[config.mk]
export PLATFORM = sky130hd
export DESIGN_NAME = serial_mode_dispatcher
export DESIGN_NICKNAME = d
export VERILOG_FILES = /design/src/rtl/smd_pkg.sv /design/src/rtl/smd_cmd_decoder.sv /design/src/rtl/serial_mode_dispatcher.sv
export SDC_FILE = /design/constraint.sdc
export NUM_CORES = 1
export LEC_CHECK = 0
export BUFFER_PORTS_ARGS = -buffer_cell sky130_fd_sc_hd__buf_2
export CAP_MARGIN = 30
export CORE_MARGIN = 2
export CORE_UTILIZATION = 28
export CTS_CLUSTER_SIZE = 28
export DETAILED_ROUTE_END_ITERATION = 10
export PLACE_DENSITY = 0.58
export SYNTH_ARGS = -nofsm -noshare
export SYNTH_HDL_FRONTEND = slang
export SYNTH_SLANG_ARGS = --single-unit
[constraint.sdc]
create_clock -name clk -period 3.6 [get_ports clk]
set_input_delay 0.18 -clock clk [delete_from_list [all_inputs] [get_ports clk]]
set_output_delay 0.18 -clock clk [all_outputs]
set_load 0.01 [all_outputs]
[src/rtl/smd_pkg.sv]
package smd_pkg;

    typedef enum logic [2:0] {
        K_DATA   = 3'd0,
        K_CONFIG = 3'd1,
        K_BIT    = 3'd2,
        K_SEARCH = 3'd3,
        K_RESET  = 3'd4,
        K_PULSE  = 3'd5
    } req_kind_e;

    typedef struct packed {
        logic      hit;
        req_kind_e kind;
        logic [2:0] arg_a;
        logic [2:0] arg_b;
        logic [1:0] speed;
    } cmd_dec_t;

    typedef enum logic [2:0] {
        ST_CALIB,
        ST_CMD,
        ST_DATA,
        ST_ESC,
        ST_BUSY,
        ST_REPLY
    } mode_state_e;

endpackage

[src/rtl/smd_cmd_decoder.sv]
module smd_cmd_decoder
    import smd_pkg::*;
#(
    parameter int W = 8
) (
    input  logic [W-1:0] code,
    output cmd_dec_t     dec
);

    localparam int TOP = W - 1;

    always_comb begin
        dec = '{hit: 1'b0, kind: K_DATA, arg_a: 3'd0, arg_b: 3'd0, speed: 2'd0};
        if (code[0]) begin
            if (!code[TOP]) begin
                // configuration write: parameter and value fields
                dec.hit   = 1'b1;
                dec.kind  = K_CONFIG;
                dec.arg_a = code[6:4];
                dec.arg_b = code[3:1];
            end else begin
                unique case (code[6:5])
                    2'b00: begin
                        dec.hit   = 1'b1;
                        dec.kind  = K_BIT;
                        dec.arg_a = {2'b00, code[4]};
                        dec.arg_b = {2'b00, code[1]};
                        dec.speed = code[3:2];
                    end
                    2'b01: if (!code[1]) begin
                        dec.hit   = 1'b1;
                        dec.kind  = K_SEARCH;
                        dec.arg_a = {2'b00, code[4]};
                        dec.speed = code[3:2];
                    end
                    2'b10: if (!code[1]) begin
                        dec.hit   = 1'b1;
                        dec.kind  = K_RESET;
                        dec.arg_a = {2'b00, code[4]};
                        dec.speed = code[3:2];
                    end
                    2'b11: if (code[3:2] == 2'b11) begin
                        dec.hit   = 1'b1;
                        dec.kind  = K_PULSE;
                        dec.arg_a = {2'b00, code[4]};
                        dec.arg_b = {2'b00, code[1]};
                    end
                    default: ;
                endcase
            end
        end
    end

endmodule

[src/rtl/serial_mode_dispatcher.sv]
module serial_mode_dispatcher
    import smd_pkg::*;
#(
    parameter int         BYTE_W    = 8,
    parameter logic [7:0] DATA_CODE = 8'hE1,
    parameter logic [7:0] ESC_CODE  = 8'hE3
) (
    input  logic              clk,
    input  logic              rst_n,
    input  logic              mreset,
    input  logic              rx_valid,
    input  logic [BYTE_W-1:0] rx_data,
    output logic              rx_ready,
    output logic              req_valid,
    output logic [2:0]        req_kind,
    output logic [BYTE_W-1:0] req_byte,
    output logic [2:0]        req_arg_a,
    output logic [2:0]        req_arg_b,
    output logic [1:0]        req_speed,
    input  logic              eng_done,
    input  logic [BYTE_W-1:0] eng_result,
    output logic              tx_valid,
    output logic [BYTE_W-1:0] tx_data,
    input  logic              tx_ready
);

    mode_state_e state, state_nxt;
    cmd_dec_t    dec;
    logic        accept;
    logic        issue;
    logic        issue_data;
    logic        busy_is_data;

    smd_cmd_decoder #(.W(BYTE_W)) u_dec (
        .code (rx_data),
        .dec  (dec)
    );

    assign rx_ready = (state == ST_CALIB) || (state == ST_CMD) ||
                      (state == ST_DATA)  || (state == ST_ESC);
    assign accept   = rx_valid && rx_ready;

    // next state and request issue
    always_comb begin
        state_nxt  = state;
        issue      = 1'b0;
        issue_data = 1'b0;
        unique case (state)
            ST_CALIB: if (accept) state_nxt = ST_CMD;
            ST_CMD: if (accept) begin
                if (rx_data == DATA_CODE) begin
                    state_nxt = ST_DATA;
                end else if (dec.hit) begin
                    issue     = 1'b1;
                    state_nxt = ST_BUSY;
                end
            end
            ST_DATA: if (accept) begin
                if (rx_data == ESC_CODE) begin
                    state_nxt = ST_ESC;
                end else begin
                    issue      = 1'b1;
                    issue_data = 1'b1;
                    state_nxt  = ST_BUSY;
                end
            end
            ST_ESC: if (accept) begin
                if (rx_data == ESC_CODE) begin
                    issue      = 1'b1;
                    issue_data = 1'b1;
                    state_nxt  = ST_BUSY;
                end else if (dec.hit) begin
                    issue     = 1'b1;
                    state_nxt = ST_BUSY;
                end else begin
                    state_nxt = ST_CMD;
                end
            end
            ST_BUSY: if (eng_done) state_nxt = busy_is_data ? ST_REPLY : ST_CMD;
            ST_REPLY: if (tx_ready) state_nxt = ST_DATA;
            default: state_nxt = ST_CALIB;
        endcase
    end

    // state register
    always_ff @(posedge clk or negedge rst_n) begin
        if (!rst_n)      state <= ST_CALIB;
        else if (mreset) state <= ST_CALIB;
        else             state <= state_nxt;
    end

    // registered outputs
    always_ff @(posedge clk or negedge rst_n) begin
        if (!rst_n) begin
            req_valid    <= 1'b0;
            req_kind     <= 3'd0;
            req_byte     <= '0;
            req_arg_a    <= 3'd0;
            req_arg_b    <= 3'd0;
            req_speed    <= 2'd0;
            busy_is_data <= 1'b0;
            tx_valid     <= 1'b0;
            tx_data      <= '0;
        end else if (mreset) begin
            req_valid    <= 1'b0;
            busy_is_data <= 1'b0;
            tx_valid     <= 1'b0;
        end else begin
            req_valid <= issue;
            if (issue) begin
                req_byte     <= rx_data;
                busy_is_data <= issue_data;
                if (issue_data) begin
                    req_kind  <= K_DATA;
                    req_arg_a <= 3'd0;
                    req_arg_b <= 3'd0;
                    req_speed <= 2'd0;
                end else begin
                    req_kind  <= dec.kind;
                    req_arg_a <= dec.arg_a;
                    req_arg_b <= dec.arg_b;
                    req_speed <= dec.speed;
                end
            end
            if (state == ST_BUSY && eng_done && busy_is_data) begin
                tx_valid <= 1'b1;
                tx_data  <= eng_result;
            end else if (tx_valid && tx_ready) begin
                tx_valid <= 1'b0;
            end
        end
    end

    // checks next to the logic they guard
    p_req_single_r13: assert property (@(posedge clk) disable iff (!rst_n)
        req_valid |=> !req_valid);

    p_req_after_accept_r4: assert property (@(posedge clk) disable iff (!rst_n)
        req_valid |-> $past(rx_valid && rx_ready));

    p_busy_blocks_rx_r12: assert property (@(posedge clk) disable iff (!rst_n)
        req_valid |-> !rx_ready);

    p_reply_after_done_r5: assert property (@(posedge clk) disable iff (!rst_n)
        $rose(tx_valid) |-> $past(eng_done));

    p_reply_hold_r5: assert property (@(posedge clk) disable iff (!rst_n)
        (tx_valid && !tx_ready && !mreset) |=> (tx_valid && $stable(tx_data)));

    p_mreset_idle_r1: assert property (@(posedge clk) disable iff (!rst_n)
        mreset |=> (rx_ready && !req_valid && !tx_valid));

endmodule

==> impl_results.md, run 1 <==
- Highest-count cells in the layout ignoring fill and taps: buf_2 (51), dfrtp_1 (33), mux2_4 (14)
- Adder-Cell Fraction of Synth Area: 0.0407
- DRT iter0 DRCs: 50
- P_leak: approximately 1.1 nW
- CP endpoint kind: register
- Syn nets: 180
- Register cell area after layout: around 830 sq um
- 1st-pass router iterations: 4
- Register area share after synthesis: 0.448
- Pin count of the biggest net entering global routing: 34
- Nets: 234
- Clock Latency Late Sink: 280 ps
- Antenna Violating Nets Remaining: 0
- Antenna violations before repair: 0
- Number of global-route vias before repair: 1,314
- Relative slew slack: 0.398
- Most common cell after layout, fill and taps aside: buf_2
- Max-cap viol count: 0
- CTS root buf: clkbuf_8
- Post-synth EDFFs: 0
- Multiplexer share of the synthesized area: 0.185
- Clk sink count: 33
- Setup slack after layout: 1000 ps
- Synth Area in Compound Gates: 0.106
- HPWL after DPL: approximately 2900 um
- Endpoints failing setup: 0
- Post-synthesis cell type count: 44
- CP required: about 3800 ps
- Post-CTS Setup Inserts: 0
- Number of diodes: 0
- Worst-path clk slew: 70 ps
- Crit share post-route: 0.722
- Largest family of logic cells by synthesized area: multiplexers
- Avg Vias per Cell: 4.63
- CP startpoint: state[1]$_DFFE_PN0P_
- Outcome: complete, no violations
- Worst setup path category: reg -> reg
- TritonCTS buffer count: 5
- Layout fillers: ~640
- Max clock buf depth: 2
- DR DRC count: 0
- Per-cell routed wire length: 13.5 um
- Buffers on Ports: 51
- Gr ovfl total: 0
- Die Wd: 85.1 um
- Max rail drop VDD: 169 uV
- Final number of max-transition violations: 0
- Number of I/O pins: 52
- Share of cells above drive strength 1: 0.440
- Global-route wire length before repair: 6400 um
- Via Count: 1,316
- F_max: 385 MHz
- Power Density: 441 nW/um^2
- Mapped cell area: approximately 1800 sq um
- Hold_sp: tx_ready
- Max FO, Critical Path: 13
- Reg-to-Reg Start: state[1]$_DFFE_PN0P_
- Hold Path Class: in -> reg
- Actual slew at the worst max-slew pin: 903 ps
- Setup TNS: 0 ps
- H-tree depth: 2
- Min cycle time layout: 2600 ps
- Final wirelength: 3830 um
- Final Wtd Congestion: 0.751
- Die area: 7250 sq um
- Top_reg_cell synth: dfrtp_1
- Crit path DAT: 2760 ps
- Yosys warning count: 0
- Rows: 29
- Post-cts resize count: 0
- Setup Skew: 2.44 ps
- Dpl ws: roughly 930 ps
- Final Hold Viols: 0
- P&R area growth vs syn: 22.3%
- RSZ-0062 raised after global routing: no
- CTS tree: yes
- CP Launch Type: register
- Post-synthesis simple-gate area fraction: 0.174
- Area of the multi-input gates: 940 sq um
- Gr usage total: 0.111
- Ys async rst share: 1.00
- Cells after Synth: 152
- Core Box Area: 6350 sq um
- Starting density of the core: 0.290
- Xor and xnor fraction of the mapped netlist area: 0.00475
- Mean Syn Cell Area: 12.1 sq um
- #FFs+latches synth: 33
- Die height: 85.1 um
==> final timing paths <==
kind | to | slack (ps) | depth (start not counted)
setup reg to reg | req_arg_b[2]$_DFFE_PN0P_ | 1000 | 5
setup / recovery | req_arg_b[2]$_DFFE_PN0P_ | 1000 | 5
max in group asynchronous | state[0]$_DFFE_PN0P_ | 2640 | 2
hold reg to reg | tx_data[6]$_DFFE_PN0P_ | 500 | 1
hold / removal | tx_valid$_DFFE_PN0P_ | 110 | 2
min in group asynchronous | busy_is_data$_DFFE_PN0P_ | 500 | 2
==> registers in the layout, summed over array words and instances, names as in the netlist <==
register	count
req_valid	1
req_kind	3
tx_valid	1
req_speed	2
state	3
tx_data	8
req_byte	8
busy_is_data	1
req_arg_a	3
req_arg_b	3
==> cell families after synthesis <==
group / after synthesis
DFF: 33
buffers and inverters: 16
AOI/OAI and AO/OA: 26
muxes: 26
and+or+nand+nor: 44
xor gates and xnor gates: 1
adders and majority gates: 6
==> timing repair <==
action | 4_1_cts | 5_1_grt
setup endpoints to repair | 0 | 0
hold buffers | 1 | 0
hold endpoints to repair | 33 | 0
==> metrics by stage <==
stage	utilization	std cells	cell area, sq um	total power, W	hold slack [ps]
after floorplan	-	152	1840	0.000627	-116
after global placement	0.340	275	2160	0.000742	285
after detailed placement	0.340	275	2160	0.000740	293
after CTS	0.355	284	2250	0.00101	102
after global routing	0.355	284	2250	0.00106	98.0
final	0.355	284	2250	0.000993	108
==> critical path: stages (launching register included) <==
cell and delay [ps]:
dfrtp_1 560, nor4bb_1 360, a21oi_1 180, a21oi_2 750, buf_4 330, mux2_4 310
==> power breakdown <==
part	switching, W	internal (W)
registers	0.0000408	0.000435
logic	0.000120	0.000134
clock network	0.000130	0.000134
total	0.000291	0.000702
==> synth_stat cells, drive strengths merged (2+ instances only) <==
master / number / area share
o211ai: 3 / 0.012
and3: 2 / 0.0068
nor3b: 3 / 0.012
nor3: 3 / 0.014
buf: 4 / 0.018
and2b: 2 / 0.011
and3b: 2 / 0.0095
nor2: 8 / 0.016
or4b: 2 / 0.013
a31oi: 2 / 0.0068
nand4b: 4 / 0.031
a21oi: 7 / 0.021
dfrtp: 33 / 0.45
mux2i: 4 / 0.022
nor2b: 2 / 0.0068
mux2: 22 / 0.16
inv: 10 / 0.020
nand2: 4 / 0.0081
clkbuf: 2 / 0.0041
ha: 6 / 0.041
o21ai: 7 / 0.019
nand2b: 2 / 0.0068
nand3: 2 / 0.0054
nand4: 3 / 0.010
==> metal layers <==
layer	global-route usage	wire, um
met1	0.159	1960
met3	0.0399	207
met4	0.0404	37
met2	0.152	1630
met5	0	0
==> layout make-up <==
class | count | share of cell area
Clock buffer | 6 | 0.0322
Sequential cell | 33 | 0.366
Clock inverter | 2 | 0.00444
Timing Repair Buffer | 53 | 0.121
Tap cell | 77 | 0.0427
Multi-Input combinational cell | 103 | 0.417
Inverter | 10 | 0.0166
No activity file was read; power rests on OpenSTA's default activity.
==> run 2: changes to the inputs <==
--- a/config.mk
+++ b/config.mk
@@ -11,7 +11,7 @@
 export CORE_UTILIZATION = 28
 export CTS_CLUSTER_SIZE = 28
 export DETAILED_ROUTE_END_ITERATION = 10
-export PLACE_DENSITY = 0.58
+export PLACE_DENSITY = 0.6
 export SYNTH_ARGS = -nofsm -noshare
 export SYNTH_HDL_FRONTEND = slang
 export SYNTH_SLANG_ARGS = --single-unit
==> constraint.sdc (replaced) <==
create_clock -name clk -period 2.3 [get_ports clk]
set_input_delay 0.115 -clock clk [delete_from_list [all_inputs] [get_ports clk]]
set_output_delay 0.115 -clock clk [all_outputs]
set_load 0.01 [all_outputs]
==> run 2 against run 1 <==
Net effect:
- cell area up 2.7%
- clock-buffer cell count unchanged
- non-clock buffer count up 7
- clock power up 63%
- final cell count up 2.5%
- sequential share of layout area down 0.95 points
- register-to-register slack worse by 740 ps
- global-route usage up 0.73 points
- first-iteration DRC count up 16%
- largest cell class unchanged
==> impl_results.md, run 2 (synthesis gave the netlist of run 1 again) <==
- Hold Path Class: in -> reg
- Met2 routed WL: 1720 um (+5.7%)
- Dpl cells: 282 (+2.5%)
- Gr usage total: 0.118 (+0.00726)
- Outcome: complete, no violations
- Sequential power share: 0.468 (-0.011)
- 1st-pass router iterations: 6 (+2)
- Metal3 WL: 222 um (+7.2%)
- Post-CTS Setup Inserts: 0 (unchanged)
- Final Wtd Congestion: 0.741 (-1.3%)
- Antenna violations before repair: 0 (unchanged)
- Share of cells above drive strength 1: 0.458 (+0.0183)
- Per-cell routed wire length: 13.8 um (+2.6%)
- DRT iter0 DRCs: 58 (+16%)
- Die Wd: 85.1 um (unchanged)
- Number of global-route vias before repair: 1,317 (+0.23%)
- Buffers on Ports: 51 (unchanged)
- Antenna Violating Nets Remaining: 0 (unchanged)
- Rows: 29 (unchanged)
- CP required: 2470 ps (-1290 ps)
- Cell-internal power: 0.00111 W (+57%)
- Power Density: 681 nW/um^2 (+55%)
- Layout fillers: 626 (-1.7%)
- CTS root buf: clkbuf_8
- Worst setup path category: reg -> reg
- Starting density of the core: 0.290 (unchanged)
- HPWL after DPL: 3000 um (+3.7%)
- P&R area growth vs syn: 25.6%
- Most common cell after layout, fill and taps aside: buf_2
- Core Box Area: 6350 sq um (unchanged)
- Biggest regs: req_byte (8), tx_data (8)
- Final number of max-transition violations: 0 (unchanged)
- Fin cells: 291 (+2.5%)
- Avg Vias per Cell: 4.73 (+2.0%)
- CP Launch Type: register
- Area of the multi-input gates: 947 sq um (+0.80%)
- Max FO, Critical Path: 7 (-6)
- CTS tree: yes
- Clock share of power: 0.273 (+0.008)
- Sw power: 0.000470 W (+62%)
- H-tree depth: 2 (unchanged)
- Via Count: 1,376 (+4.6%)
- Sw frac: 0.298 (+0.00554)
- Crit path DAT: 2210 ps (-550 ps)
- Die area: 7250 sq um (unchanged)
- Relative slew slack: 0.511 (+0.113)
- Final Hold Viols: 0 (unchanged)
- Gr ovfl total: 0 (unchanged)
- Highest-count cells in the layout ignoring fill and taps: buf_2 (51), dfrtp_1 (33), mux2_4 (14)
- Fraction of power consumed by combinational cells: 0.259 (+0.003)
- Worst-path clk slew: 70 ps (about the same)
- Crit share post-route: 0.887 (+0.164)
- CP endpoint kind: register
- M1 wire length: 2010 um (+2.8%)
- Min cycle time layout: 2040 ps (-561 ps)
- Die height: 85.1 um (unchanged)
- Max clock buf depth: 2 (unchanged)
- F_max: 490 MHz (+28%)
- DR DRC count: 0 (unchanged)
- P_leak: 1.14 nW (+3.3%)
- TritonCTS buffer count: 5 (unchanged)
- Number of I/O pins: 52 (unchanged)
- Global-route wire length before repair: 6670 um (+4.1%)
- Number of diodes: 0 (unchanged)
- Setup TNS: 0 ps (unchanged)
- Max-cap viol count: 0 (unchanged)
- Final wirelength: 4030 um (+5.1%)
- Worst hold margin: 28.9 ps (-79.0 ps)
- Endpoints failing setup: 0 (unchanged)
- Nets: 241 (+3.0%)
- Max rail drop VDD: 322 uV (+91%)
- Setup Skew: 5.30 ps (+2.87 ps)
- Pin count of the biggest net entering global routing: 34 (unchanged)
- Clk sink count: 33 (unchanged)
- Pwr Total: 0.00158 W (+59%)
- Clock Latency Late Sink: 290 ps (about the same)
- Max Used Layer: met4
- Actual slew at the worst max-slew pin: 733 ps (-169 ps)
- RSZ-0062 raised after global routing: no
- Register cell area after layout: 826 sq um (unchanged)
run 2: metal layers:
metal	global-route usage	up-vias
met3	0.0340	6
met5	0	-
met4	0.0519	0
met2	0.174	43
met1	0.160	648
li1	-	679
run 2: cell type report:
class / count / area share
tap: 77 / 0.0416
clock inverter: 2 / 0.00432
sequential: 33 / 0.357
inverter: 10 / 0.0162
multi-input combinational: 103 / 0.409
timing repair buffer: 60 / 0.141
clock buffer: 6 / 0.0314
run 2: worst max-delay path, stage by stage, from the launching register on:
cell and delay [ps]:
dfrtp_1 460, nor4bb_1 400, a21oi_1 210, a21oi_4 310, buf_4 240, mux2_4 310
run 2: repair_timing:
action / in CTS / in global routing
gates resized for setup: 0 / 1
hold buffers: 1 / 0
hold endpoints to repair: 33 / 0
setup endpoints to repair: 0 / 5
run 2: power by group through the flow:
| stage | registers [W] | clock network (W) | logic [W] |
|---|---|---|---|
| 2_1_floorplan | 0.000788 | 0 | 0.000193 |
| 3_3_place_gp | 0.000749 | 0 | 0.000408 |
| 3_5_place_dp | 0.000747 | 0 | 0.000413 |
| 4_1_cts | 0.000738 | 0.000458 | 0.000416 |
| 5_1_grt | 0.000751 | 0.000480 | 0.000446 |
| 6_report | 0.000737 | 0.000430 | 0.000409 |
run 2: worst paths after layout:
| check | from | to | slack [ps] | cells after the start |
|---|---|---|---|---|
| hold / removal | tx_ready | tx_valid$_DFFE_PN0P_ | 30 | 2 |
| setup / recovery | state[2]$_DFFE_PN0P_ | req_arg_b[0]$_DFFE_PN0P_ | 260 | 5 |
| hold reg to reg | tx_data[4]$_DFFE_PN0P_ | tx_data[4]$_DFFE_PN0P_ | 500 | 1 |
| setup reg to reg | state[2]$_DFFE_PN0P_ | req_arg_b[0]$_DFFE_PN0P_ | 260 | 5 |
| min in group asynchronous | rst_n | req_byte[5]$_DFFE_PN0P_ | 420 | 2 |
| max in group asynchronous | rst_n | tx_data[4]$_DFFE_PN0P_ | 1400 | 2 |
run 2: per-stage QoR:
stage          instance area [sq um]  setup WS, ps   util
5_1_grt                         2310          96.2  0.365
3_5_place_dp                    2210           116  0.349
2_1_floorplan                   1840           531      -
4_1_cts                         2310           133  0.363
6_report                        2310           261  0.365
3_3_place_gp                    2210           193  0.349
